## src/rtl/spi_cmd_pkg.sv

```systemverilog
package spi_cmd_pkg;

    localparam int DATA_W   = 8;
    localparam int ADDR_W   = 3;
    localparam int SPEED_W  = 4;
    localparam int MAX_WR   = 5;
    localparam int MAX_RD   = 3;
    localparam int TX_W     = DATA_W * MAX_WR;
    localparam int BIT_W    = $clog2(DATA_W * (MAX_WR + MAX_RD) + 1);
    localparam int RIDX_W   = $clog2(MAX_RD);

    localparam logic [ADDR_W-1:0] OFF_CTRL  = 3'd0;
    localparam logic [ADDR_W-1:0] OFF_OPC   = 3'd1;
    localparam logic [ADDR_W-1:0] OFF_ADR_C = 3'd2;
    localparam logic [ADDR_W-1:0] OFF_ADR_B = 3'd3;
    localparam logic [ADDR_W-1:0] OFF_ADR_A = 3'd4;
    localparam logic [ADDR_W-1:0] OFF_RSP0  = 3'd5;
    localparam logic [ADDR_W-1:0] OFF_RSP1  = 3'd6;
    localparam logic [ADDR_W-1:0] OFF_DATA  = 3'd7;

    typedef enum logic [2:0] {
        ST_IDLE,
        ST_LEAD,
        ST_HIGH,
        ST_LOW,
        ST_TAIL
    } seq_state_e;

    typedef struct packed {
        logic [SPEED_W-1:0] speed;
        logic [1:0]         rd_cnt;
        logic [1:0]         wr_code;
    } ctrl_t;

    function automatic logic [2:0] wr_len_of(input logic [1:0] code);
        unique case (code)
            2'd0:    return 3'd1;
            2'd1:    return 3'd2;
            2'd2:    return 3'd4;
            default: return 3'd5;
        endcase
    endfunction

endpackage

```

## src/rtl/spi_cmd_clkdiv.sv

```systemverilog
module spi_cmd_clkdiv #(
    parameter int HALF_W = 5
) (
    input  logic              clk,
    input  logic              rst_n,
    input  logic              clr,
    input  logic [HALF_W-1:0] half,
    output logic              tick
);

    logic [HALF_W-1:0] cnt;

    assign tick = !clr && (cnt == half - HALF_W'(1));

    always_ff @(posedge clk or negedge rst_n) begin
        if (!rst_n) begin
            cnt <= '0;
        end else if (clr || tick) begin
            cnt <= '0;
        end else begin
            cnt <= cnt + HALF_W'(1);
        end
    end

    // the count never runs past the selected half-period
    a_r8_cnt_in_window: assert property (@(posedge clk) disable iff (!rst_n)
        !clr |-> (cnt < half));

endmodule

```

## src/rtl/spi_cmd_regs.sv

```systemverilog
module spi_cmd_regs
    import spi_cmd_pkg::*;
(
    input  logic              clk,
    input  logic              rst_n,
    input  logic              bus_wr,
    input  logic [ADDR_W-1:0] bus_addr,
    input  logic [DATA_W-1:0] bus_wdata,
    output logic [DATA_W-1:0] bus_rdata,
    input  logic              busy,
    input  logic [MAX_RD-1:0] rx_we,
    input  logic [DATA_W-1:0] rx_data,
    output logic              start_req,
    output logic [DATA_W-1:0] opc_q,
    output logic [DATA_W-1:0] adr_a_q,
    output logic [DATA_W-1:0] adr_b_q,
    output logic [DATA_W-1:0] adr_c_q,
    output logic [DATA_W-1:0] dout_q
);

    logic [DATA_W-1:0] rsp_q [MAX_RD];

    assign start_req = bus_wr && (bus_addr == OFF_CTRL);

    always_ff @(posedge clk or negedge rst_n) begin
        if (!rst_n) begin
            opc_q   <= '0;
            adr_a_q <= '0;
            adr_b_q <= '0;
            adr_c_q <= '0;
            dout_q  <= '0;
        end else if (bus_wr) begin
            unique case (bus_addr)
                OFF_OPC:   opc_q   <= bus_wdata;
                OFF_ADR_A: adr_a_q <= bus_wdata;
                OFF_ADR_B: adr_b_q <= bus_wdata;
                OFF_ADR_C: adr_c_q <= bus_wdata;
                OFF_DATA:  dout_q  <= bus_wdata;
                default: ;
            endcase
        end
    end

    for (genvar g = 0; g < MAX_RD; g++) begin : g_rsp
        always_ff @(posedge clk or negedge rst_n) begin
            if (!rst_n) begin
                rsp_q[g] <= '0;
            end else if (rx_we[g]) begin
                rsp_q[g] <= rx_data;
            end
        end
    end

    always_comb begin
        bus_rdata = '0;
        unique case (bus_addr)
            OFF_CTRL:  bus_rdata = {busy, {(DATA_W-1){1'b0}}};
            OFF_OPC:   bus_rdata = opc_q;
            OFF_ADR_C: bus_rdata = adr_c_q;
            OFF_ADR_B: bus_rdata = adr_b_q;
            OFF_ADR_A: bus_rdata = adr_a_q;
            OFF_RSP0:  bus_rdata = rsp_q[0];
            OFF_RSP1:  bus_rdata = rsp_q[1];
            default:   bus_rdata = rsp_q[MAX_RD-1];
        endcase
    end

    // at most one response slot is written per cycle
    a_r6_one_slot: assert property (@(posedge clk) disable iff (!rst_n)
        $onehot0(rx_we));

    // a bus write to offset 7 never disturbs the third received byte
    a_r7_split_storage: assert property (@(posedge clk) disable iff (!rst_n)
        (bus_wr && bus_addr == OFF_DATA && !rx_we[MAX_RD-1])
            |=> $stable(rsp_q[MAX_RD-1]));

endmodule

```

## src/rtl/spi_cmd_seq.sv

```systemverilog
module spi_cmd_seq
    import spi_cmd_pkg::*;
#(
    parameter int HALF_UNIT = 1,
    parameter int HALF_W    = 5
) (
    input  logic              clk,
    input  logic              rst_n,
    input  logic              start_req,
    input  logic [DATA_W-1:0] ctrl_in,
    input  logic [DATA_W-1:0] opc,
    input  logic [DATA_W-1:0] adr_a,
    input  logic [DATA_W-1:0] adr_b,
    input  logic [DATA_W-1:0] adr_c,
    input  logic [DATA_W-1:0] dout,
    input  logic              tick,
    input  logic              miso,
    output logic              div_clr,
    output logic [HALF_W-1:0] half,
    output logic              busy,
    output logic              sck,
    output logic              cs_n,
    output logic              mosi,
    output logic [MAX_RD-1:0] rx_we,
    output logic [DATA_W-1:0] rx_data
);

    localparam int SPD_LVLS = 1 << SPEED_W;

    seq_state_e         state, state_nx;
    ctrl_t              ctrl;
    logic [TX_W-1:0]    tx_sh, tx_load;
    logic [DATA_W-1:0]  rx_sh;
    logic [BIT_W-1:0]   bit_cnt, total_bits, wr_bits;
    logic [BIT_W-1:0]   wr_bits_n, rd_bits_n;
    logic [RIDX_W-1:0]  rd_idx;
    logic [HALF_W-1:0]  half_q, half_n;
    logic               accept, last_bit, sample, in_read;

    assign ctrl      = ctrl_t'(ctrl_in);
    assign accept    = start_req && (state == ST_IDLE);
    assign last_bit  = (bit_cnt == total_bits - BIT_W'(1));
    assign wr_bits_n = BIT_W'(wr_len_of(ctrl.wr_code)) << 3;
    assign rd_bits_n = BIT_W'(ctrl.rd_cnt) << 3;
    assign half_n    = HALF_W'(HALF_UNIT * (SPD_LVLS - int'(ctrl.speed)));
    assign sample    = tick && ((state == ST_LEAD) || (state == ST_LOW));
    assign in_read   = (bit_cnt >= wr_bits);
    assign rd_idx    = RIDX_W'((bit_cnt - wr_bits) >> 3);
    assign half      = half_q;

    always_comb begin
        unique case (ctrl.wr_code)
            2'd0:    tx_load = {opc, {(4*DATA_W){1'b0}}};
            2'd1:    tx_load = {opc, dout, {(3*DATA_W){1'b0}}};
            2'd2:    tx_load = {opc, adr_a, adr_b, adr_c, {DATA_W{1'b0}}};
            default: tx_load = {opc, adr_a, adr_b, adr_c, dout};
        endcase
    end

    // state register
    always_ff @(posedge clk or negedge rst_n) begin
        if (!rst_n) state <= ST_IDLE;
        else        state <= state_nx;
    end

    // next-state logic
    always_comb begin
        state_nx = state;
        unique case (state)
            ST_IDLE: if (accept) state_nx = ST_LEAD;
            ST_LEAD: if (tick)   state_nx = ST_HIGH;
            ST_HIGH: if (tick)   state_nx = last_bit ? ST_TAIL : ST_LOW;
            ST_LOW:  if (tick)   state_nx = ST_HIGH;
            ST_TAIL: if (tick)   state_nx = ST_IDLE;
            default:             state_nx = ST_IDLE;
        endcase
    end

    // outputs decoded from state
    always_comb begin
        busy    = (state != ST_IDLE);
        cs_n    = (state == ST_IDLE);
        sck     = (state == ST_HIGH);
        mosi    = (state != ST_IDLE) && tx_sh[TX_W-1];
        div_clr = (state == ST_IDLE);
    end

    // shift and capture datapath
    always_ff @(posedge clk or negedge rst_n) begin
        if (!rst_n) begin
            tx_sh      <= '0;
            rx_sh      <= '0;
            bit_cnt    <= '0;
            total_bits <= '0;
            wr_bits    <= '0;
            half_q     <= HALF_W'(HALF_UNIT * SPD_LVLS);
            rx_we      <= '0;
            rx_data    <= '0;
        end else begin
            rx_we <= '0;
            if (accept) begin
                tx_sh      <= tx_load;
                bit_cnt    <= '0;
                wr_bits    <= wr_bits_n;
                total_bits <= wr_bits_n + rd_bits_n;
                half_q     <= half_n;
            end
            if (sample) begin
                rx_sh <= {rx_sh[DATA_W-2:0], miso};
                if (in_read && (bit_cnt[2:0] == 3'd7)) begin
                    rx_we   <= MAX_RD'(1) << rd_idx;
                    rx_data <= {rx_sh[DATA_W-2:0], miso};
                end
            end
            if ((state == ST_HIGH) && tick && !last_bit) begin
                tx_sh   <= tx_sh << 1;
                bit_cnt <= bit_cnt + BIT_W'(1);
            end
        end
    end

    // data-out holds while the serial clock is high
    a_r5_mosi_held: assert property (@(posedge clk) disable iff (!rst_n)
        sck |-> $stable(mosi));

    // the bit index stays inside the programmed transfer length
    a_r9_bit_in_range: assert property (@(posedge clk) disable iff (!rst_n)
        busy |-> (bit_cnt < total_bits));

    // the trailing half-period only follows the final bit
    a_r11_tail_after_last: assert property (@(posedge clk) disable iff (!rst_n)
        (state == ST_TAIL) |-> last_bit);

    // a start while busy leaves the running transfer untouched
    a_r10_busy_start_ignored: assert property (@(posedge clk) disable iff (!rst_n)
        (start_req && state != ST_IDLE) |=> ($stable(total_bits) && $stable(half_q)));

endmodule

```

## src/rtl/spi_cmd_engine.sv

```systemverilog
module spi_cmd_engine
    import spi_cmd_pkg::*;
#(
    parameter int HALF_UNIT = 1
) (
    input  logic              clk,
    input  logic              rst_n,
    input  logic              bus_wr,
    input  logic [ADDR_W-1:0] bus_addr,
    input  logic [DATA_W-1:0] bus_wdata,
    output logic [DATA_W-1:0] bus_rdata,
    output logic              spi_sck,
    output logic              spi_cs_n,
    output logic              spi_mosi,
    input  logic              spi_miso
);

    localparam int HALF_W = $clog2(HALF_UNIT * (1 << SPEED_W) + 1);

    logic              busy, start_req, div_clr, tick;
    logic [HALF_W-1:0] half;
    logic [MAX_RD-1:0] rx_we;
    logic [DATA_W-1:0] rx_data;
    logic [DATA_W-1:0] opc_q, adr_a_q, adr_b_q, adr_c_q, dout_q;

    spi_cmd_regs u_regs (
        .clk       (clk),
        .rst_n     (rst_n),
        .bus_wr    (bus_wr),
        .bus_addr  (bus_addr),
        .bus_wdata (bus_wdata),
        .bus_rdata (bus_rdata),
        .busy      (busy),
        .rx_we     (rx_we),
        .rx_data   (rx_data),
        .start_req (start_req),
        .opc_q     (opc_q),
        .adr_a_q   (adr_a_q),
        .adr_b_q   (adr_b_q),
        .adr_c_q   (adr_c_q),
        .dout_q    (dout_q)
    );

    spi_cmd_clkdiv #(.HALF_W(HALF_W)) u_div (
        .clk   (clk),
        .rst_n (rst_n),
        .clr   (div_clr),
        .half  (half),
        .tick  (tick)
    );

    spi_cmd_seq #(.HALF_UNIT(HALF_UNIT), .HALF_W(HALF_W)) u_seq (
        .clk       (clk),
        .rst_n     (rst_n),
        .start_req (start_req),
        .ctrl_in   (bus_wdata),
        .opc       (opc_q),
        .adr_a     (adr_a_q),
        .adr_b     (adr_b_q),
        .adr_c     (adr_c_q),
        .dout      (dout_q),
        .tick      (tick),
        .miso      (spi_miso),
        .div_clr   (div_clr),
        .half      (half),
        .busy      (busy),
        .sck       (spi_sck),
        .cs_n      (spi_cs_n),
        .mosi      (spi_mosi),
        .rx_we     (rx_we),
        .rx_data   (rx_data)
    );

    // the serial clock only toggles inside a chip-select window
    a_r9_sck_inside_cs: assert property (@(posedge clk) disable iff (!rst_n)
        spi_cs_n |-> !spi_sck);

endmodule

```

## config.mk

```make
export PLATFORM = sky130hd
export DESIGN_NAME = spi_cmd_engine
export DESIGN_NICKNAME = d
export VERILOG_FILES = /design/src/rtl/spi_cmd_pkg.sv /design/src/rtl/spi_cmd_clkdiv.sv /design/src/rtl/spi_cmd_regs.sv /design/src/rtl/spi_cmd_seq.sv /design/src/rtl/spi_cmd_engine.sv
export SDC_FILE = /design/constraint.sdc
export NUM_CORES = 1
export LEC_CHECK = 0
export BUFFER_PORTS_ARGS = -buffer_cell sky130_fd_sc_hd__buf_2
export CAP_MARGIN = 20
export CORE_AREA = 2 2 148 150
export CTS_CLUSTER_SIZE = 10
export DETAILED_ROUTE_END_ITERATION = 16
export DIE_AREA = 0 0 150 152
export PLACE_DENSITY = 0.5
export SLEW_MARGIN = 20
export SYNTH_ARGS = -nofsm -noshare
export SYNTH_HDL_FRONTEND = slang
export SYNTH_SLANG_ARGS = --single-unit
```

## constraint.sdc

```tcl
create_clock -name clk -period 2.53 [get_ports clk]
set_input_delay 0.1265 -clock clk [delete_from_list [all_inputs] [get_ports clk]]
set_output_delay 0.1265 -clock clk [all_outputs]
set_load 0.05 [all_outputs]
```

==> impl_metrics.json, run 1 <==
{
  "worstHoldPathType": "in2reg",
  "worst_hold_slack_ns": 0.0583,
  "setup.worst_path.class": "reg2reg",
  "syn-cell-area_um2": 7350,
  "pwr_density_cell_nw_per_um2": 1000,
  "crit_family": "simple AND/OR/NAND/NOR gates",
  "ctsHtreeMaxLevel": 4,
  "period_share_pct": 97.0,
  "tritoncts_num_sinks": 149,
  "synth_simple_gate_area_share_pct": 12.8,
  "syn-instance-count": 666,
  "synth_sequential_area_ratio_pct": 50.8,
  "dpl_worst_slack_ns": -0.00640,
  "synth_edf_count": 0,
  "report.final.hold_viol_count": 0,
  "finalWorstSetupSlack_ns": 0.0767,
  "cts_tree": "yes",
  "detail_route.vias_per_cell": 5.28,
  "grt_max_degree": 58,
  "grt_first_pass_wirelength_um": 30800,
  "synth.yosys.warnings": 0,
  "clk_latency_ns": 0.44,
  "io-pin-count": 26,
  "buffer_ports.inserted": 25,
  "maxCapViolations": 0,
  "multiplexer_share_of_the_synthesized_area_pct": 18.4,
  "synth_nets": 699,
  "leakage_nw": 4.05,
  "cp_slowest_stage_delay_ns": 0.39,
  "timing.critical_path.cells": "inv_2 -> ha_4 -> nor2b_1 -> or3_4 -> a311oi_4 -> and4_4 -> buf_6 -> clkbuf_16 -> mux2_1",
  "achievable_frequency_ghz": 0.408,
  "wirelength_um": 19500,
  "drt_first_iter_violations": 398,
  "yosysUniqueCellTypes": 63,
  "gpl.final_weighted_congestion": 0.763,
  "final-max-slew-violation-count": 0,
  "start_kind": "flip-flop",
  "period_needed_ns": 2.45,
  "max_slew.worst_pin.slew_ns": 0.723,
  "cts_root_buf": "clkbuf_16",
  "clkPwrFrac_pct": 29.9,
  "fp.dieH_um": 152,
  "cellInternalPower_mw": 5.69,
  "postSynth.asyncResetShare_pct": 100,
  "vias": 5271,
  "skew_ns": 0.00722,
  "floorplan.core_area_um2": 21400,
  "synth_fa_ha_area_share_pct": 3.27,
  "report.final.setup_viol": 0,
  "finish.net_count": 738,
  "power_frac_comb_pct": 29.3,
  "initial_core_util_pct": 34.4,
  "slowest_stage": "dfrtp_1",
  "buffers_inverters_on_critical_path": 3,
  "detail_route.wl_per_cell_um": 19.6,
  "sw_frac_of_total_pct": 34.7,
  "post_synth.cell_area_avg_um2": 11.0,
  "synth_top_family_by_area": "multiplexers",
  "synth-main-ff-cell": "dfrtp_1",
  "max-vdd-ir-drop_uv": 460,
  "synthesized_area_fraction_occupied_by_ao_oa_aoi_and_oai_cells_pct": 8.51,
  "switching_power_mw": 3.02,
  "floorplan.die.width_um": 150,
  "detailedPlacementHpwl_um": 13500,
  "most-common-layout-cells": "dfrtp_1 (148), nand2_1 (109), mux2_2 (82), o21ai_0 (48), nand3_1 (25)",
  "status": "complete, no violations",
  "drcViolationCount": 0,
  "endpoint_class_of_the_critical_path": "flip-flop",
  "flow.area_growth_from_synthesis_pct": 18.0,
  "grt-ovfl-total": 0,
  "arrival_ns": 2.77,
  "r2r_slack_ns": 0.08,
  "clk_transition_reported_paths_ns": 0.07,
  "final_layout_size_suffix_gt1_share_pct": 26.7,
  "critical_path.max_fanout": 6,
  "cts.path.max_buffers": 2,
  "vias_in_the_first_global_route": 5260,
  "postRouteAntennaNets": 0,
  "synth_xor_area_share_pct": 2.25,
  "drtPass1Iterations": 5,
  "number_of_clock_buffers_inserted_by_tritoncts": 17,
  "ys_seq_elements": 149,
  "antenna_found_initial": 0,
  "rows": 54,
  "antenna-diode-count": 0,
  "most_common_library_cell_in_the_layout_ignoring_fill_and_taps": "dfrtp_1",
  "seq_power_share_pct": 40.7,
  "max_slew_margin_pct": 51.8,
  "crit_required_ns": 2.85,
  "finalSetupTns_ns": 0,
  "floorplan.die_area_um2": 22800,
  "track_usage_pct": 17.8
}
## synth_stat cells (2+ instances only)
cell type	number	area, um2
nor2b_1	7	43.8
o21ai_1	3	15.0
mux2_1	20	225
buf_2	5	25.0
or2_2	2	12.5
mux4_2	5	113
o2111ai_1	2	17.5
mux2_2	82	923
nor3_1	7	35.0
buf_8	2	30.0
o21ai_0	48	240
inv_1	26	97.6
fa_1	2	40.0
buf_1	3	11.3
ha_1	16	200
a311oi_1	2	17.5
and3_1	6	37.5
xor2_1	7	61.3
clkbuf_1	28	105
dfrtp_1	148	3700
a221o_1	8	80.1
xnor2_1	10	87.6
nand3_1	25	125
and2_1	3	18.8
nand2_1	109	409
nand4_1	12	75.1
a21oi_1	11	55.1
a22oi_1	5	37.5
mux2i_1	9	90.1
nor3b_1	2	15.0
nor2_1	17	63.8
nand2b_1	2	12.5
o31ai_1	2	15.0
## state kept, by name (all words and copies together), names as in the netlist, 8 cells and up
signal,flops
u_regs.dout_q,8
u_regs.opc_q,8
u_regs.adr_b_q,8
u_seq.tx_sh,40
u_regs.rsp_q,24
u_regs.adr_a_q,8
u_regs.adr_c_q,8
u_seq.rx_data,8
## cell families after synthesis
kind of cell             Yosys count
multiplexers                     116
AO/OA/AOI/OAI                     96
AND/OR/NAND/NOR                  202
XOR/XNOR                          18
flip-flops                       149
adder cells (fa/ha/maj)           18
buffers and inverters             67
## power groups by stage
stage | sequential [mW] | clock, mW | combinational (mW)
3_5_place_dp | 3.56 | 0 | 2.25
3_3_place_gp | 3.54 | 0 | 2.18
4_1_cts | 3.53 | 2.65 | 2.28
6_report | 3.55 | 2.61 | 2.56
5_1_grt | 3.63 | 2.76 | 2.85
2_1_floorplan | 3.34 | 0 | 1.74
## final timing paths
check	from	to	depth (start not counted)
max	u_seq.half[0]$_DFFE_PN0P_	u_seq.tx_sh[34]$_DFFE_PN0P_	9
min	bus_wdata[3]	u_regs.adr_a_q[3]$_DFFE_PN0P_	2
max reg2reg	u_seq.half[0]$_DFFE_PN0P_	u_seq.tx_sh[34]$_DFFE_PN0P_	9
min reg2reg	u_seq.half[4]$_DFFE_PN1P_	u_seq.half[4]$_DFFE_PN1P_	2
max in group asynchronous	rst_n	u_seq.half[4]$_DFFE_PN1P_	3
min in group asynchronous	rst_n	u_seq.bit_cnt[1]$_DFFE_PN0P_	2
## per-layer routing
layer / up-vias / global-route usage (%) / share of wire, %
met2: 113 / 26.9 / 48
met1: 2723 / 25.7 / 47
li1: 2416 / - / -
met4: 0 / 4.36 / 1.0
met5: - / 0 / 0
met3: 19 / 4.29 / 4.1
## final cells by class
| cell class | count | area, um2 |
|---|---|---|
| clock buffers | 17 | 425 |
| well taps | 280 | 350 |
| fillers | 2116 | 12700 |
| flip-flops and latches | 149 | 3730 |
| multi-input cells | 450 | 3370 |
| clock inverters | 15 | 169 |
| repair buffers | 61 | 533 |
| inverters | 26 | 97.6 |
## through the flow
step                      instance area [um2]  power [mW]  utilization [%]  cells
after floorplan                          7350        5.08                -    666
after global placement                   7840        5.72             36.7    953
after detailed placement                 7840        5.82             36.7    953
after CTS                                8460        8.46             39.6    987
after global routing                     8670        9.23             40.6    998
final                                    8670        8.71             40.6    998
## repair_timing
item,in CTS,in global routing
cloned,0,4
endpoints found under the setup margin,1,56
gates resized for setup,2,16
setup buffers,0,7
hold buffers,2,0
hold endpoints to repair,55,0
pin swaps,0,6
Power figures use the tool's default switching activity.
==> inputs of run 2 (changes only) <==
==> constraint.sdc (replaced) <==
create_clock -name clk -period 2.53 [get_ports clk]
set_input_delay 0.1265 -clock clk [delete_from_list [all_inputs] [get_ports clk]]
set_output_delay 0.1265 -clock clk [all_outputs]
set_load 0.02 [all_outputs]
==> impl_metrics.json, run 2 (synthesis gave the netlist of run 1 again) <==
{
  "number_of_clock_buffers_inserted_by_tritoncts": 17,
  "floorplan.die.width_um": 150,
  "area_of_combinational_cells_with_multiple_inputs_um2": 3340,
  "finalInstanceArea_um2": 8500,
  "worstHoldPathType": "in2reg",
  "finalWorstSetupSlack_ns": 0.112,
  "report.final.setup_viol": 0,
  "vias": 5166,
  "drtPass1Iterations": 5,
  "finish.net_count": 727,
  "detail_route.vias_per_cell": 5.23,
  "timing.critical_path.cells": "inv_1 -> ha_2 -> nor4bb_1 -> o211ai_1 -> a311oi_4 -> and4_4 -> buf_12 -> mux2_2",
  "grt_first_pass_wirelength_um": 30700,
  "buffer_ports.inserted": 25,
  "antenna_found_initial": 0,
  "n_fill_cell": 2120,
  "start_kind": "flip-flop",
  "crit_family": "simple AND/OR/NAND/NOR gates",
  "period_share_pct": 95.6,
  "achievable_frequency_ghz": 0.413,
  "drcViolationCount": 0,
  "largest_register_ffs": 40,
  "drt_first_iter_violations": 338,
  "dpl_worst_slack_ns": 0.0704,
  "cts.path.max_buffers": 2,
  "finalSetupTns_ns": 0,
  "detailed_place.area_um2": 7840,
  "ff_latch_area_um2": 3730,
  "floorplan.core_area_um2": 21400,
  "initial_core_util_pct": 34.4,
  "pwr_density_cell_nw_per_um2": 991,
  "rsz0062_at_grt": "false",
  "vias_in_the_first_global_route": 5208,
  "postRouteAntennaNets": 0,
  "max_flop_register": "u_seq.tx_sh",
  "most-common-layout-cells": "dfrtp_1 (148), nand2_1 (109), mux2_2 (82), o21ai_0 (48), inv_1 (26)",
  "most_common_library_cell_in_the_layout_ignoring_fill_and_taps": "dfrtp_1",
  "final-max-slew-violation-count": 0,
  "final_layout_size_suffix_gt1_share_pct": 25.0,
  "skew_ns": 0.00850,
  "gpl.final_weighted_congestion": 0.791,
  "max_slew_margin_pct": 51.8,
  "period_needed_ns": 2.42,
  "rows": 54,
  "grt_max_degree": 58,
  "ctsHtreeMaxLevel": 4,
  "wirelength_um": 18900,
  "report.final.hold_viol_count": 0,
  "buffers_inverters_on_critical_path": 2,
  "arrival_ns": 2.73,
  "antenna-diode-count": 0,
  "max-vdd-ir-drop_uv": 527,
  "detail_route.wl_per_cell_um": 19.2,
  "flow.area_growth_from_synthesis_pct": 15.8,
  "tritoncts_num_sinks": 149,
  "endpoint_class_of_the_critical_path": "flip-flop",
  "cts_root_buf": "clkbuf_16",
  "detailedPlacementHpwl_um": 13400,
  "grt-ovfl-total": 0,
  "floorplan.die_area_um2": 22800,
  "maxCapViolations": 0,
  "leakage_nw": 3.98,
  "fp.dieH_um": 152,
  "cp_slowest_stage_delay_ns": 0.40,
  "slowest_stage": "dfrtp_1",
  "cts_tree": "yes",
  "status": "complete, no violations",
  "clk_transition_reported_paths_ns": 0.06,
  "reg.largest.list": "u_seq.tx_sh (40), u_regs.rsp_q (24)",
  "clk_latency_ns": 0.43,
  "max_slew.worst_pin.slew_ns": 0.720,
  "setup.worst_path.class": "reg2reg",
  "critical_path.max_fanout": 24,
  "io-pin-count": 26,
  "crit_required_ns": 2.84,
  "track_usage_pct": 17.6
}
run 2: cell types whose count changed in the layout (fill, tap and decap cells not counted), moves of 2 or more:
cell       delta
buf_4         -5
clkbuf_16     -4
inv_1         +2
inv_2         -2
run 2: per-stage QoR:
stage | cells | util [%] | hold WS, ns | power, mW
floorplan | 666 | - | -0.169 | 4.99
global placement | 951 | 36.7 | 0.150 | 5.62
detailed placement | 951 | 36.7 | 0.156 | 5.71
CTS | 985 | 39.7 | 0.0499 | 8.44
global route | 987 | 39.8 | 0.0539 | 8.93
finish | 987 | 39.8 | 0.0702 | 8.43
run 2: final timing paths:
kind,startpoint,slack [ns],cells past startpoint,endpoint
max reg2reg,u_seq.half[0]$_DFFE_PN0P_,0.11,8,u_seq.tx_sh[3]$_DFFE_PN0P_
min reg2reg,u_seq.half[4]$_DFFE_PN1P_,0.48,2,u_seq.half[4]$_DFFE_PN1P_
max,u_seq.half[0]$_DFFE_PN0P_,0.11,8,u_seq.tx_sh[3]$_DFFE_PN0P_
min in group asynchronous,rst_n,0.25,2,u_seq.state[2]$_DFFE_PN0P_
min,bus_wdata[3],0.07,2,u_regs.adr_c_q[3]$_DFFE_PN0P_
max in group asynchronous,rst_n,1.48,3,u_seq.tx_sh[27]$_DFFE_PN0P_
run 2: final cells by class:
cell class	instances	share of cell area (%)
repair buffers	50	4.34
well taps	280	4.12
inverters	26	1.15
flip-flops and latches	149	43.9
clock buffers	17	5.00
clock inverters	15	2.30
multi-input cells	450	39.2
run 2: what timing repair did:
action	in CTS	in global routing
hold buffers	2	0
buffers inserted	0	2
hold endpoints to repair	55	0
setup endpoints to repair	0	54
gates resized for setup	0	4
run 2: metal layers:
layer | track usage, % | vias to the layer above | part of all wire [%]
li1 | - | 2407 | -
met1 | 25.5 | 2621 | 47
met2 | 26.6 | 121 | 47
met3 | 3.81 | 17 | 3.9
met4 | 4.85 | 0 | 1.7
met5 | 0 | - | 0
run 2: where the power goes:
group | switching, mW | internal [mW] | leakage, nW | total, mW
clock network | 1.10 | 1.58 | 0.303 | 2.69
logic | 1.17 | 1.04 | 1.74 | 2.21
registers | 0.541 | 2.99 | 1.93 | 3.53
